--- src/rtl/hrf_pkg.sv ---
package hrf_pkg;
    localparam int unsigned WORD_W   = 32;
    localparam int unsigned STAT_W   = 9;
    localparam int unsigned DIG_MAX  = 8;

    typedef enum logic [2:0] {
        REG_SRST   = 3'd0,
        REG_LEN_HI = 3'd1,
        REG_LEN_LO = 3'd2,
        REG_CTRL   = 3'd3,
        REG_STAT   = 3'd4,
        REG_IEN    = 3'd5,
        REG_ICLR   = 3'd6,
        REG_RQUEUE = 3'd7
    } reg_sel_e;

    typedef enum logic [1:0] {
        ALG_MD5    = 2'd0,
        ALG_SHA1   = 2'd1,
        ALG_SHA224 = 2'd2,
        ALG_SHA256 = 2'd3
    } alg_e;

    localparam int unsigned ST_AVAIL   = 0;
    localparam int unsigned ST_NEW     = 1;
    localparam int unsigned ST_RDEMPTY = 2;
    localparam int unsigned ST_EARLYWR = 3;
    localparam int unsigned ST_LIVE    = 8;

    localparam logic [STAT_W-1:0] STICKY_MASK = 9'h00F;
    localparam logic [STAT_W-1:0] LIVE_MASK   = 9'h100;

    // Digest length in 32-bit words for each algorithm.
    function automatic int unsigned digest_words(alg_e a);
        case (a)
            ALG_MD5:    return 4;
            ALG_SHA1:   return 5;
            ALG_SHA224: return 7;
            default:    return 8;
        endcase
    endfunction
endpackage

--- src/rtl/hrf_cfg_regs.sv ---
module hrf_cfg_regs
    import hrf_pkg::*;
(
    input  logic              clk,
    input  logic              rst_n,
    input  logic              wr_en,
    input  reg_sel_e          wr_sel,
    input  logic [WORD_W-1:0] wr_data,
    output logic              srst_o,
    output logic [2*WORD_W-1:0] len_o,
    output alg_e              alg_o,
    output logic [1:0]        order_o
);
    typedef struct packed {
        logic              srst;
        logic [WORD_W-1:0] len_hi;
        logic [WORD_W-1:0] len_lo;
        alg_e              alg;
        logic [1:0]        order;
    } cfg_t;

    cfg_t cfg_d, cfg_q;

    always_comb begin
        cfg_d = cfg_q;
        if (wr_en) begin
            case (wr_sel)
                REG_SRST:   cfg_d.srst   = wr_data[0];
                REG_LEN_HI: cfg_d.len_hi = wr_data;
                REG_LEN_LO: cfg_d.len_lo = wr_data;
                REG_CTRL: begin
                    cfg_d.alg   = alg_e'(wr_data[1:0]);
                    cfg_d.order = wr_data[9:8];
                end
                default: ;
            endcase
        end
    end

    always_ff @(posedge clk or negedge rst_n) begin
        if (!rst_n) cfg_q <= '0;
        else        cfg_q <= cfg_d;
    end

    assign srst_o  = cfg_q.srst;
    assign len_o   = {cfg_q.len_hi, cfg_q.len_lo};
    assign alg_o   = cfg_q.alg;
    assign order_o = cfg_q.order;

    // control outputs only move on a write
    assert_ctrl_hold_R4: assert property (@(posedge clk) disable iff (!rst_n)
        !wr_en |=> ($stable(alg_o) && $stable(order_o)));
    // length outputs only move on a write
    assert_len_hold_R3: assert property (@(posedge clk) disable iff (!rst_n)
        !wr_en |=> $stable(len_o));
endmodule

--- src/rtl/hrf_result_queue.sv ---
module hrf_result_queue #(
    parameter int unsigned DW    = 32,
    parameter int unsigned DEPTH = 8
) (
    input  logic                     clk,
    input  logic                     rst_n,
    input  logic                     flush,
    input  logic                     load,
    input  logic [$clog2(DEPTH+1)-1:0] load_cnt,
    input  logic [DEPTH*DW-1:0]      load_data,
    input  logic                     pop,
    output logic [DW-1:0]            head_o,
    output logic                     empty_o,
    output logic                     underflow_o
);
    localparam int unsigned CNT_W = $clog2(DEPTH+1);
    localparam int unsigned PTR_W = (DEPTH > 1) ? $clog2(DEPTH) : 1;

    typedef struct packed {
        logic [DEPTH-1:0][DW-1:0] mem;
        logic [PTR_W-1:0]         rd_ptr;
        logic [CNT_W-1:0]         count;
    } rq_t;

    rq_t rq_d, rq_q;

    always_comb begin
        rq_d = rq_q;
        if (flush) begin
            rq_d.count  = '0;
            rq_d.rd_ptr = '0;
        end else if (load) begin
            for (int i = 0; i < DEPTH; i++) begin
                rq_d.mem[i] = load_data[i*DW +: DW];
            end
            rq_d.count  = load_cnt;
            rq_d.rd_ptr = '0;
        end else if (pop && (rq_q.count != '0)) begin
            rq_d.count  = rq_q.count - 1'b1;
            rq_d.rd_ptr = rq_q.rd_ptr + 1'b1;
        end
    end

    always_ff @(posedge clk or negedge rst_n) begin
        if (!rst_n) rq_q <= '0;
        else        rq_q <= rq_d;
    end

    assign empty_o     = (rq_q.count == '0);
    assign head_o      = rq_q.mem[rq_q.rd_ptr];
    assign underflow_o = pop && empty_o && !flush && !load;

    // a load fills exactly the requested number of words
    assert_load_count_R5: assert property (@(posedge clk) disable iff (!rst_n)
        (load && !flush) |=> (rq_q.count == $past(load_cnt)));
    // each pop of a non-empty queue removes one word
    assert_pop_step_R6: assert property (@(posedge clk) disable iff (!rst_n)
        (pop && !load && !flush && !empty_o) |=> (rq_q.count == $past(rq_q.count) - 1'b1));
endmodule

--- src/rtl/hrf_irq_ctrl.sv ---
module hrf_irq_ctrl #(
    parameter int unsigned     W      = 9,
    parameter logic [W-1:0]    STICKY = 9'h00F,
    parameter logic [W-1:0]    LIVE   = 9'h100
) (
    input  logic         clk,
    input  logic         rst_n,
    input  logic         flush,
    input  logic [W-1:0] set_i,
    input  logic         clr_wr,
    input  logic [W-1:0] clr_mask,
    input  logic         en_wr,
    input  logic [W-1:0] en_data,
    input  logic [W-1:0] live_i,
    output logic [W-1:0] status_o,
    output logic [W-1:0] enable_o,
    output logic         irq_o
);
    typedef struct packed {
        logic [W-1:0] sticky;
        logic [W-1:0] enable;
    } irq_t;

    irq_t ir_d, ir_q;
    logic [W-1:0] clr_eff;

    always_comb begin
        ir_d    = ir_q;
        clr_eff = clr_wr ? clr_mask : '0;
        if (flush) begin
            ir_d.sticky = '0;
        end else begin
            // an arriving event wins over a simultaneous clear
            ir_d.sticky = ((ir_q.sticky & ~clr_eff) | set_i) & STICKY;
        end
        if (en_wr) begin
            ir_d.enable = en_data & (STICKY | LIVE);
        end
    end

    always_ff @(posedge clk or negedge rst_n) begin
        if (!rst_n) ir_q <= '0;
        else        ir_q <= ir_d;
    end

    assign status_o = ir_q.sticky | (live_i & LIVE);
    assign enable_o = ir_q.enable;
    assign irq_o    = |(status_o & ir_q.enable);

    // nothing enabled, no interrupt
    assert_irq_quiet_R10: assert property (@(posedge clk) disable iff (!rst_n)
        (ir_q.enable == '0) |-> !irq_o);
    // events survive a same-cycle clear
    assert_set_wins_R9: assert property (@(posedge clk) disable iff (!rst_n)
        !flush |=> ((ir_q.sticky & $past(set_i & STICKY)) == $past(set_i & STICKY)));
endmodule

--- src/rtl/hash_reg_frontend.sv ---
module hash_reg_frontend
    import hrf_pkg::*;
#(
    parameter int unsigned ADDR_W = 5,
    parameter int unsigned QDEPTH = 8
) (
    input  logic                     clk,
    input  logic                     rst_n,
    input  logic                     bus_wr_en,
    input  logic                     bus_rd_en,
    input  logic [ADDR_W-1:0]        bus_addr,
    input  logic [31:0]              bus_wdata,
    output logic [31:0]              bus_rdata,
    output logic                     core_srst_o,
    output logic [1:0]               core_alg_o,
    output logic [1:0]               core_order_o,
    output logic [63:0]              core_len_o,
    input  logic                     core_done_i,
    input  logic [QDEPTH*32-1:0]     core_digest_i,
    input  logic                     early_wr_err_i,
    output logic                     irq_o
);
    localparam int unsigned CNT_W = $clog2(QDEPTH+1);

    // ---------------- address decode ----------------
    reg_sel_e sel;
    logic     hit;
    logic     addr_unused;

    assign sel         = reg_sel_e'(bus_addr[4:2]);
    assign addr_unused = ^bus_addr[1:0];

    generate
        if (ADDR_W > 5) begin : g_wide_addr
            assign hit = (bus_addr[ADDR_W-1:5] == '0);
        end else begin : g_exact_addr
            assign hit = 1'b1;
        end
    endgenerate

    logic wr, rd;
    assign wr = bus_wr_en && hit;
    assign rd = bus_rd_en && hit;

    // ---------------- configuration ----------------
    logic srst;
    alg_e alg;

    hrf_cfg_regs u_cfg (
        .clk     (clk),
        .rst_n   (rst_n),
        .wr_en   (wr),
        .wr_sel  (sel),
        .wr_data (bus_wdata),
        .srst_o  (srst),
        .len_o   (core_len_o),
        .alg_o   (alg),
        .order_o (core_order_o)
    );

    assign core_srst_o = srst;
    assign core_alg_o  = alg;

    // ---------------- result queue ----------------
    logic              q_pop, q_empty, q_underflow, done_ev;
    logic [31:0]       q_head;
    logic [CNT_W-1:0]  q_words;

    assign done_ev = core_done_i && !srst;
    assign q_pop   = rd && (sel == REG_RQUEUE) && !srst;
    assign q_words = CNT_W'(digest_words(alg));

    hrf_result_queue #(.DW(32), .DEPTH(QDEPTH)) u_rq (
        .clk         (clk),
        .rst_n       (rst_n),
        .flush       (srst),
        .load        (done_ev),
        .load_cnt    (q_words),
        .load_data   (core_digest_i),
        .pop         (q_pop),
        .head_o      (q_head),
        .empty_o     (q_empty),
        .underflow_o (q_underflow)
    );

    // ---------------- interrupt status ----------------
    logic [STAT_W-1:0] set_vec, live_vec, status, enable;

    always_comb begin
        set_vec             = '0;
        set_vec[ST_AVAIL]   = done_ev;
        set_vec[ST_NEW]     = done_ev;
        set_vec[ST_RDEMPTY] = q_underflow;
        set_vec[ST_EARLYWR] = early_wr_err_i && !srst;
        live_vec            = '0;
        live_vec[ST_LIVE]   = !q_empty;
    end

    hrf_irq_ctrl #(.W(STAT_W), .STICKY(STICKY_MASK), .LIVE(LIVE_MASK)) u_irq (
        .clk      (clk),
        .rst_n    (rst_n),
        .flush    (srst),
        .set_i    (set_vec),
        .clr_wr   (wr && (sel == REG_ICLR)),
        .clr_mask (bus_wdata[STAT_W-1:0]),
        .en_wr    (wr && (sel == REG_IEN)),
        .en_data  (bus_wdata[STAT_W-1:0]),
        .live_i   (live_vec),
        .status_o (status),
        .enable_o (enable),
        .irq_o    (irq_o)
    );

    // ---------------- read path ----------------
    typedef struct packed {
        logic [31:0] rdata;
    } rd_t;

    rd_t rd_d, rd_q;
    logic [31:0] rmux;

    always_comb begin
        rmux = '0;
        case (sel)
            REG_SRST:   rmux = {31'd0, srst};
            REG_LEN_HI: rmux = core_len_o[63:32];
            REG_LEN_LO: rmux = core_len_o[31:0];
            REG_CTRL:   rmux = {22'd0, core_order_o, 6'd0, alg};
            REG_STAT:   rmux = {{(32-STAT_W){1'b0}}, status};
            REG_IEN:    rmux = {{(32-STAT_W){1'b0}}, enable};
            REG_ICLR:   rmux = '0;
            REG_RQUEUE: rmux = (q_empty || srst) ? 32'd0 : q_head;
            default:    rmux = '0;
        endcase
        rd_d = rd_q;
        if (rd) rd_d.rdata = rmux;
    end

    always_ff @(posedge clk or negedge rst_n) begin
        if (!rst_n) rd_q <= '0;
        else        rd_q <= rd_d;
    end

    assign bus_rdata = rd_q.rdata;

    // a held soft reset leaves the queue empty
    assert_flush_R2: assert property (@(posedge clk) disable iff (!rst_n)
        srst |=> q_empty);
    // done sets both result flags
    assert_done_flags_R5: assert property (@(posedge clk) disable iff (!rst_n)
        (core_done_i && !srst) |=> (status[ST_AVAIL] && status[ST_NEW]));
    // empty read raises its flag
    assert_empty_flag_R7: assert property (@(posedge clk) disable iff (!rst_n)
        (rd && (sel == REG_RQUEUE) && q_empty && !srst && !core_done_i) |=> status[ST_RDEMPTY]);
    // early write error raises its flag
    assert_early_flag_R8: assert property (@(posedge clk) disable iff (!rst_n)
        (early_wr_err_i && !srst) |=> status[ST_EARLYWR]);
    // read data holds without a read strobe
    assert_rdata_hold_R12: assert property (@(posedge clk) disable iff (!rst_n)
        !rd |=> $stable(bus_rdata));
endmodule

--- config.mk ---
export PLATFORM = sky130hd
export DESIGN_NAME = hash_reg_frontend
export DESIGN_NICKNAME = d
export VERILOG_FILES = /design/src/rtl/hrf_pkg.sv /design/src/rtl/hrf_cfg_regs.sv /design/src/rtl/hrf_result_queue.sv /design/src/rtl/hrf_irq_ctrl.sv /design/src/rtl/hash_reg_frontend.sv
export SDC_FILE = /design/constraint.sdc
export NUM_CORES = 1
export LEC_CHECK = 0
export BUFFER_PORTS_ARGS = -buffer_cell sky130_fd_sc_hd__buf_2
export CORE_MARGIN = 2
export CORE_UTILIZATION = 35
export CTS_BUF_LIST = sky130_fd_sc_hd__clkbuf_8
export DETAILED_ROUTE_END_ITERATION = 7
export GPL_TIMING_DRIVEN = 0
export SYNTH_ARGS = -nofsm -noshare
export SYNTH_HDL_FRONTEND = slang
export SYNTH_SLANG_ARGS = --single-unit
--- constraint.sdc ---
create_clock -name clk -period 2.7 [get_ports clk]
set_clock_uncertainty 0.2 [all_clocks]
set_input_delay 0.405 -clock clk [delete_from_list [all_inputs] [get_ports clk]]
set_output_delay 0.405 -clock clk [all_outputs]
set_load 0.01 [all_outputs]
==> summary.md <==
| Metric | Value |
|---|---|
| Largest net degree at the start of global routing | `110` |
| Worst Setup Path Type | `reg -> out` |
| H-tree depth | `3` |
| Top-Level Pins | `401` |
| Share of layout cells above drive strength 1 | `0.280` |
| Global-route wire length before repair | `97700 um` |
| CP Launch Type | `flop` |
| Critical Path End Type | `output port` |
| Min Tclk post-route | `2.58 ns` |
| Slowest CP cell | `dfrtp_1` |
| Synthesis-to-layout area growth | `42.8%` |
| VDD IR max | `0.325 mV` |
| RR Endpoint | `bus_rdata[12]` |
| Register area share after synthesis | `0.552` |
| Critical path endpoint | `irq_o` |
| Slew headroom | `0.315` |
| Vias per cell | `5.03` |
| Core area | `47700 sq um` |
| #FFs+latches synth | `373` |
| Number of global-route vias before repair | `16600` |
| Mux contribution to synthesized area | `0.165` |
| Gpl congestion | `0.876` |
| Starting Density | `0.354` |
| Fraction of the mapped netlist area in simple logic gates | `0.200` |
| Worst-case reg-to-reg path depth | `5` |
| CTS buffer count | `69` |
| Cells after Synth | `1648` |
| WL final | `64900 um` |
| Main combinational cell family by area after synthesis | `simple AND/OR/NAND/NOR gates` |
| WP depth | `7` |
| Remaining global-route overflow | `0` |
| Initial antenna violation count | `8` |
| Critical path buffers and inverters | `3` |
| Maximum clock insertion buffer count | `3` |
| Maximum clock frequency | `388 MHz` |
| CP arrival | `1.97 ns` |
| Antenna-violating nets left | `0` |
| DR pass1 iterations | `5` |
| Num rows | `80` |
| Max Slew Vio Count | `0` |
| Syn_nets | `1952` |
| Outcome | `complete, no violations` |
| Static leakage | `12.0 nW` |
| # clock sinks | `373` |
| RSZ-0062 raised after global routing | `no` |
| Delay-heaviest family, CP | `simple AND/OR/NAND/NOR gates` |
| Worst Hold Class | `in -> async` |
| Synth Area in XOR/XNOR | `0.00207` |
| Clock-pin slew on the worst setup and hold paths | `0.07 ns` |
| YS warnings | `0` |
| Gr usage total | `0.261` |
| Post-layout util | `0.506` |
| Reg-to-Reg Start | `u_rq.rq_q[5]` |
| Mapped cell area | `16900 sq um` |
| Critical path launch point | `u_rq.rq_q[1]` |
| Final worst path period share | `0.954` |
| Fillers | `4237` |
| Commonest non-fill, non-tap cell in the layout | `nand2_1` |
| Post-synthesis compound-gate area fraction | `0.0431` |
| Worst R2R Setup Slack | `0.14 ns` |
| Worst skew pair latency | `0.63 ns` |
| CP most frequent cell | `buf_6` |
| Nets | `2720` |
| Die X | `224 um` |
| Hold Fails Final Rpt | `0` |
| Clk Tree Root Cell | `clkbuf_8` |
| Average wire per standard cell | `21.0 um` |
| Port Buf Inserts | `396` |
| CTS tree | `done` |
| Synth Area in Adders | `0.00370` |
| Crit-path max FO | `3` |
| Cell chain of the critical path | `inv_2, ha_1, or3b_1, buf_6, nand2_2, nand3_2, buf_6` |
| # Max-Cap Violations | `0` |
| Die Height | `224 um` |
| DR DRC count | `0` |
| Most frequent cells in the layout | `807 x nand2_1, 409 x buf_2, 373 x dfrtp_1` |
| Tightest Pin Transition | `1.03 ns` |
| Via count | `15500` |
| Synthesized area per cell | `10.3 sq um` |
| Synth cell types | `47` |
| DRT iter0 DRCs | `1101` |
| Final hold slack | `0.0795 ns` |
| Full die area | `50100 sq um` |
| Required time of the critical path | `2.10 ns` |
| PwrDens | `709 nW/um^2` |
| CP max stage delay | `0.40 ns` |
| Dpl hpwl | `44500 um` |
| Setup violations, final | `0` |
synthesized netlist by cell type, drive strengths merged:
library cell	n	area share
a211oi	2	0.00089
a21oi	9	0.0027
a221oi	3	0.0016
a22oi	30	0.013
a311oi	1	0.00052
a31oi	27	0.010
a32oi	1	0.00052
and2	3	0.0011
and4b	2	0.0012
buf	39	0.017
clkbuf	72	0.016
dfrtp	373	0.55
ha	5	0.0037
inv	6	0.0013
mux2	105	0.077
mux2i	8	0.0047
mux4	63	0.084
nand2	808	0.18
nand2b	5	0.0019
nand3	8	0.0031
nand3b	4	0.0018
nand4	2	0.00074
nand4b	1	0.00052
nor2	10	0.0022
nor2b	4	0.0024
nor3	5	0.0015
nor3b	5	0.0029
o2111ai	1	0.00052
o211ai	1	0.00044
o21a	2	0.00089
o21ai	32	0.0095
o221ai	1	0.00052
o22a	2	0.0010
o22ai	2	0.00074
or3b	1	0.00052
or4	1	0.00044
xnor2	2	0.0010
xor2	2	0.0010
metal layers:
| layer | routed length, um | vias up | global-route usage |
|---|---|---|---|
| met5 | 33 | - | 0 |
| met4 | 3070 | 6 | 0.131 |
| met3 | 3980 | 223 | 0.0459 |
| met2 | 30900 | 689 | 0.428 |
| met1 | 27000 | 7611 | 0.333 |
| li1 | - | 6997 | - |
logic make-up (layout without fill, tap and decap cells):
group	Yosys count	in the layout
and+or+nand+nor	859	859
xor gates and xnor gates	4	4
DFF	373	373
AOI/OAI and AO/OA	114	114
buffers and inverters	117	933
adders and majority gates	5	5
other	0	7
muxes	176	176
repair_timing:
action                     in CTS  in global routing
hold endpoints to repair      422                  0
buffers inserted                2                  2
hold buffers                  294                  0
gates resized for setup        12                 20
setup endpoints to repair     197                117
worst min path at each step:
| stage | startpoint | end | cells past startpoint |
|---|---|---|---|
| after floorplan | rst_n | bus_rdata[0] | 0 |
| after global placement | u_rq.rq_q[174] | u_rq.rq_q[174] | 2 |
| after detailed placement | rst_n | u_cfg.len_o[49] | 1 |
| after CTS | bus_addr[3] | u_cfg.srst_o | 4 |
| after global routing | rst_n | u_cfg.len_o[49] | 2 |
| final | rst_n | u_cfg.len_o[49] | 2 |
flip-flops by register name (all words and copies together), names as in the netlist:
register        count
u_cfg.srst_o        1
u_rq.rq_q         263
u_cfg.order_o       2
u_irq.ir_q          4
u_irq.enable_o      5
u_cfg.len_o        64
u_cfg.alg_o         2
bus_rdata          32
worst register-to-register path: cells and delay by family (launching register included):
kind	cells	cell delay (ns)
buf+inv	1	0.79
simple gates	1	0.12
mux	2	0.78
compound gates	1	0.09
flops	1	0.44
where the power goes:
part | switching [mW] | internal, mW
combinational | 2.15 | 1.90
clock | 2.50 | 2.94
sequential | 0.794 | 6.83
total | 5.44 | 11.7
cell type report:
type	instances	area [sq um]	area share
antenna	7	17.5	0.000726
sequential	373	9330	0.387
multi-input combinational	1158	7000	0.290
buffer	111	586	0.0243
inverter	6	22.5	0.000933
clock inverter	37	220	0.00912
clock buffer	82	1130	0.0468
tap	615	769	0.0319
timing repair buffer	697	5060	0.210
through the flow:
step / power, mW / std cells / setup slack, ns / setup TNS (ns) / cell area [sq um]
after floorplan: 9.59 / 1648 / 0.695 / 0 / 16900
after global placement: 11.2 / 2659 / -6.35 / -2377.17 / 19700
after detailed placement: 11.3 / 2662 / -0.290 / -27.07 / 19800
after CTS: 17.2 / 3077 / 0.00499 / 0 / 24100
after global routing: 18.0 / 3084 / 0.0114 / 0 / 24100
final: 17.1 / 3086 / 0.123 / 0 / 24100
No activity file was read; power rests on OpenSTA's default activity.
